[src/rtl/evc_pkg.sv]
package evc_pkg;
  typedef enum logic {SRC_PIN = 1'b0, SRC_RTC = 1'b1} evc_src_e;
  typedef enum logic {EDGE_RISE = 1'b0, EDGE_FALL = 1'b1} evc_edge_e;
  localparam int unsigned NUM_SRC = 2;
endpackage

[src/rtl/evc_sync.sv]
module evc_sync #(
  parameter int unsigned STAGES = 2
) (
  input  logic clk_i,
  input  logic rst_ni,
  input  logic d_i,
  output logic q_o
);
  logic [STAGES-1:0] chain_q;

  for (genvar s = 0; s < STAGES; s++) begin : g_stage
    if (s == 0) begin : g_first
      always_ff @(posedge clk_i or negedge rst_ni)
        if (!rst_ni) chain_q[0] <= 1'b0;
        else         chain_q[0] <= d_i;
    end else begin : g_next
      always_ff @(posedge clk_i or negedge rst_ni)
        if (!rst_ni) chain_q[s] <= 1'b0;
        else         chain_q[s] <= chain_q[s-1];
    end
  end

  assign q_o = chain_q[STAGES-1];
endmodule

[src/rtl/evc_edge_det.sv]
module evc_edge_det
  import evc_pkg::*;
(
  input  logic      clk_i,
  input  logic      rst_ni,
  input  logic      sig_i,
  input  evc_edge_e edge_sel_i,
  output logic      hit_o
);
  logic prev_q;

  always_ff @(posedge clk_i or negedge rst_ni)
    if (!rst_ni) prev_q <= 1'b0;
    else         prev_q <= sig_i;

  always_comb begin
    unique case (edge_sel_i)
      EDGE_RISE: hit_o = sig_i & ~prev_q;
      EDGE_FALL: hit_o = ~sig_i & prev_q;
      default:   hit_o = 1'b0;
    endcase
  end
endmodule

[src/rtl/evc_down_cnt.sv]
module evc_down_cnt #(
  parameter int unsigned CNT_W = 16
) (
  input  logic             clk_i,
  input  logic             rst_ni,
  input  logic             en_i,
  input  logic             hit_i,
  input  logic [CNT_W-1:0] reload_i,
  output logic [CNT_W-1:0] cnt_o,
  output logic             eoc_o
);
  localparam logic [CNT_W-1:0] ONE = CNT_W'(1);

  logic [CNT_W-1:0] cnt_q;
  logic             at_zero;

  assign at_zero = (cnt_q == '0);

  always_ff @(posedge clk_i or negedge rst_ni) begin
    if (!rst_ni)                 cnt_q <= '0;
    else if (!en_i)              cnt_q <= reload_i;  // preload while stopped
    else if (hit_i && at_zero)   cnt_q <= reload_i;
    else if (hit_i)              cnt_q <= cnt_q - ONE;
  end

  assign cnt_o = cnt_q;
  assign eoc_o = en_i & hit_i & at_zero;
endmodule

[src/rtl/evc_irq_flag.sv]
module evc_irq_flag (
  input  logic clk_i,
  input  logic rst_ni,
  input  logic set_i,
  input  logic rd_i,
  output logic flag_o
);
  logic flag_q;

  // set beats read-clear in the same cycle
  always_ff @(posedge clk_i or negedge rst_ni)
    if (!rst_ni) flag_q <= 1'b0;
    else         flag_q <= (flag_q & ~rd_i) | set_i;

  assign flag_o = flag_q;
endmodule

[src/rtl/evt_down_counter.sv]
module evt_down_counter
  import evc_pkg::*;
#(
  parameter int unsigned CNT_W       = 16,
  parameter int unsigned SYNC_STAGES = 2
) (
  input  logic             clk_i,
  input  logic             rst_ni,
  input  logic             evt_pin_i,
  input  logic             rtc_i,
  input  logic             src_sel_i,
  input  logic             edge_sel_i,
  input  logic [CNT_W-1:0] reload_i,
  input  logic             en_i,
  input  logic             id_rd_i,
  output logic [CNT_W-1:0] count_o,
  output logic             eoc_irq_o
);
  logic [NUM_SRC-1:0] src_raw;
  logic [NUM_SRC-1:0] src_sync;
  logic               sel_sig;
  logic               hit;
  logic               eoc;

  assign src_raw[SRC_PIN] = evt_pin_i;
  assign src_raw[SRC_RTC] = rtc_i;

  for (genvar i = 0; i < NUM_SRC; i++) begin : g_src
    evc_sync #(.STAGES(SYNC_STAGES)) i_sync (
      .clk_i  (clk_i),
      .rst_ni (rst_ni),
      .d_i    (src_raw[i]),
      .q_o    (src_sync[i])
    );
  end

  assign sel_sig = src_sync[src_sel_i];

  evc_edge_det i_edge (
    .clk_i      (clk_i),
    .rst_ni     (rst_ni),
    .sig_i      (sel_sig),
    .edge_sel_i (evc_edge_e'(edge_sel_i)),
    .hit_o      (hit)
  );

  evc_down_cnt #(.CNT_W(CNT_W)) i_cnt (
    .clk_i    (clk_i),
    .rst_ni   (rst_ni),
    .en_i     (en_i),
    .hit_i    (hit),
    .reload_i (reload_i),
    .cnt_o    (count_o),
    .eoc_o    (eoc)
  );

  evc_irq_flag i_flag (
    .clk_i  (clk_i),
    .rst_ni (rst_ni),
    .set_i  (eoc),
    .rd_i   (id_rd_i),
    .flag_o (eoc_irq_o)
  );
endmodule

[config.mk]
export PLATFORM = sky130hd
export DESIGN_NAME = evt_down_counter
export DESIGN_NICKNAME = d
export VERILOG_FILES = /design/src/rtl/evc_pkg.sv /design/src/rtl/evc_sync.sv /design/src/rtl/evc_edge_det.sv /design/src/rtl/evc_down_cnt.sv /design/src/rtl/evc_irq_flag.sv /design/src/rtl/evt_down_counter.sv
export SDC_FILE = /design/constraint.sdc
export NUM_CORES = 1
export LEC_CHECK = 0
export ABC_AREA = 1
export CAP_MARGIN = 5
export CELL_PAD_IN_SITES_DETAIL_PLACEMENT = 1
export CELL_PAD_IN_SITES_GLOBAL_PLACEMENT = 2
export CORE_MARGIN = 2
export CORE_UTILIZATION = 27
export DETAILED_ROUTE_END_ITERATION = 16
export HOLD_SLACK_MARGIN = 0.02
export PLACE_DENSITY = 0.8
export SLEW_MARGIN = 20
export SYNTH_ARGS = -nofsm -noshare
export SYNTH_HDL_FRONTEND = slang
export SYNTH_HIERARCHICAL = 1
export SYNTH_SLANG_ARGS = --single-unit
[constraint.sdc]
create_clock -name clk_i -period 3.1 [get_ports clk_i]
set_input_delay 0.62 -clock clk_i [delete_from_list [all_inputs] [get_ports clk_i]]
set_output_delay 0.62 -clock clk_i [all_outputs]
set_load 0.05 [all_outputs]
==> run_results.csv <==
group,metric,value,unit
floorplan,chipWidth,79.1,um
grt,antenna_found_initial,0,
pwr,p_sw,459,uW
timing,rsz0062_at_grt,"no",
cells_and_area,finalNonFillerCells,344,
pwr,switching_share,40.8,%
setup_path,crit_buf_inv,4,
placement,hpwlAfterDp,3070,um
yosys,synth_top_family_by_area,"simple AND/OR/NAND/NOR gates",
pwr,p_leak,0.00108,uW
yosys,synth_nets,256,
yosys,yosys_register_bits,22,
timing,holdWs,365,ps
grt,grt_max_degree,23,
setup_path,r2r_start,"i_cnt/cnt_o[0]$_DFFE_PN0P_",
cells_and_area,final_cell_mix,"nand2_1, inv_1, clkdlybuf4s50_1",
yosys,syn_area_per_cell,6.59,sq um
yosys,ys.warnings.count,6,
setup_path,critPathMaxFanout,17,
setup_path,crit_family,"simple AND/OR/NAND/NOR gates",
yosys,synthAdderAreaFrac,0.822,%
cells_and_area,area_growth,35.9,%
clocking,postCtsSetupBuffers,0,
setup_path,path_class,"in -> reg",
clocking,htreeDepth,1,
floorplan,dieArea,6250,sq um
setup_path,crit_start,"src_sel_i",
clocking,clk_pin_slew_worst_paths,80,ps
detailed_routing,drtIter0Drc,28,
pwr,seqPwrFrac,34.0,%
outcome,outcome,"finished, final reports clean",
cells_and_area,fin_nets,298,
setup_path,cp.required,3310,ps
flow_run,drv_cap,0,
setup_path,crit_chain,"clkdlybuf4s50_1 > inv_1 > nand2_1 > nand2_1 > inv_1 > nand3_1 > nand2_1 > nand2_1 > nor2_1 > nand3_4 > nand2_4 > inv_1 > nand2_1 > nand3_1 > nand2_1",
timing,period_share,75.2,%
yosys,synth.area.top_cells,"dfrtp_1, nand2_1, nand3_1",
yosys,muxShareOfSynthArea,0,%
clocking,root_buffer,"clkbuf_8",
pwr,comb_power_share,41.4,%
detailed_routing,via_count,1482,
pwr,power_frac_clock,24.6,%
setup_path,arrival,2540,ps
detailed_routing,wire_per_inst,11.8,um
cells_and_area,fillers,724,
clocking,clock_path_buffers,2,
setup_path,max_stage_delay,480,ps
placement,placed_cells,340,
setup_path,cp_common_cell,"nand2_1",
setup_path,end_kind,"flop",
pwr,p_int,666,uW
floorplan,pin_count,41,
grt,grt_pass1_vias,1591,
clocking,clock_latency,270,ps
yosys,synth-compound-area-share,2.30,%
min_path,hold_class,"reg -> reg",
timing,max_slew_margin,56.6,%
yosys,synth_cells,231,
cells_and_area,final_common_cell,"nand2_1",
clocking,cts_hold_buf,0,
timing,period_needed,2330,ps
floorplan,core,5470,sq um
setup_path,cp-start-kind,"input port",
yosys,synth_top_area_cell,"dfrtp_1",
yosys,synth-xor-area-share,2.30,%
pwr,irDropWorstVdd,0.285,mV
timing,fmax,429,MHz
yosys,synth_cell_types,20,
timing,finalHoldViolations,0,
clocking,cts_buffers,3,
clocking,cts_tree,"yes",
yosys,synth_simple_gate_area_share,44.6,%
yosys,synth_top_area_share,36.2,%
timing,slew_violations,0,
detailed_routing,wirelength,4060,um
floorplan,initial_core_util,27.8,%
yosys,ys_seq_area_share,36.2,%
timing,finClkSkew,9.29,ps
detailed_routing,antenna_left,0,
timing,setup_violations,0,
setup_path,crit_slowest_cell,"clkdlybuf4s50_1",
cells_and_area,diodes,0,
grt,grt_remaining_overflow,0,
pwr,cellPowerDensity,544,nW/um^2
yosys,synth_area,1520,sq um
detailed_routing,drt_first_pass_iters,4,
cells_and_area,drive_above_1_share,6.99,%
min_path,min_from,"g_src[1].i_sync/chain_q[0]$_DFF_PN0_",
timing,finalSetupTns,0,ps
clocking,cts-resized-gates,0,
detailed_routing,remaining_drc_errors,0,
grt,grt_pass1_wl,7190,um
placement,io_buffers,40,
floorplan,row_count,27,
detailed_routing,viasPerCell,4.31,
grt,grtUsageTotal,14.3,%
timing,worstMarginPinSlew,650,ps
placement,finalWeightedCongestion,0.748,
floorplan,chipHeight,79.1,um
clocking,numClockSinks,22,
## cell families after synthesis
family	count (synthesis)
simple gates	145
buf+inv	52
flops	22
compound gates	7
xor+xnor	4
fa+ha+maj	1
## path summary, 6_finish.rpt
kind / end / slack (ps) / cells after the start
hold reg to reg: g_src[1].i_sync/q_o$_DFF_PN0_ / 360 / 0
hold / removal: g_src[1].i_sync/q_o$_DFF_PN0_ / 360 / 0
min in group asynchronous: i_cnt/cnt_o[2]$_DFFE_PN0P_ / 700 / 2
setup / recovery: i_cnt/cnt_o[14]$_DFFE_PN0P_ / 770 / 15
max in group asynchronous: i_cnt/cnt_o[10]$_DFFE_PN0P_ / 2170 / 2
setup reg to reg: i_cnt/cnt_o[14]$_DFFE_PN0P_ / 1090 / 10
## sequential cells by signal, summed over array words and instances, names as in the netlist
register and flops:
i_cnt/cnt_o 16, g_src.i_sync/chain_q 2, i_flag/flag_o 1, i_edge/prev_q 1
g_src.i_sync/q_o 2
## final cells by class
| type | instances | area (sq um) | area share [%] |
|---|---|---|---|
| clock inverters | 1 | 30.0 | 1.45 |
| repair buffers | 43 | 423 | 20.4 |
| flip-flops and latches | 22 | 551 | 26.6 |
| clock buffers | 3 | 41.3 | 2.00 |
| well taps | 72 | 90.1 | 4.36 |
| inverters | 46 | 173 | 8.35 |
| multi-input cells | 157 | 761 | 36.8 |
## power by group through the flow
stage                     Sequential (uW)  Clock [uW]  Combinational, uW
final                                 382         277                466
after global routing                  393         293                517
after CTS                             384         283                474
after detailed placement              389           0                472
after global placement                390           0                468
after floorplan                       510           0                182
## per-layer routing
metal | up-vias | part of all wire (%) | GRT usage [%]
li1 | 781 | - | -
met1 | 668 | 50 | 19.1
met2 | 31 | 46 | 24.3
met3 | 2 | 3.3 | 2.05
met4 | 0 | 0.47 | 3.62
met5 | - | 0 | 0
## metrics by stage
stage	utilization, %	setup slack [ps]	cell area [sq um]	power [uW]
floorplan	-	1260	1520	692
global placement	36.5	495	2000	858
detailed placement	36.5	443	2000	861
CTS	37.8	724	2070	1140
global route	37.8	460	2070	1200
finish	37.8	769	2070	1120
## synthesized netlist by cell type, drive strengths merged
cell / number
nor3: 1
o21ai: 7
buf: 4
ha: 1
inv: 46
xnor2: 1
nand2: 84
xor2: 3
nand3: 41
nor2: 17
dfrtp: 22
clkbuf: 2
nand4: 2
No activity file was read; power rests on OpenSTA's default activity.
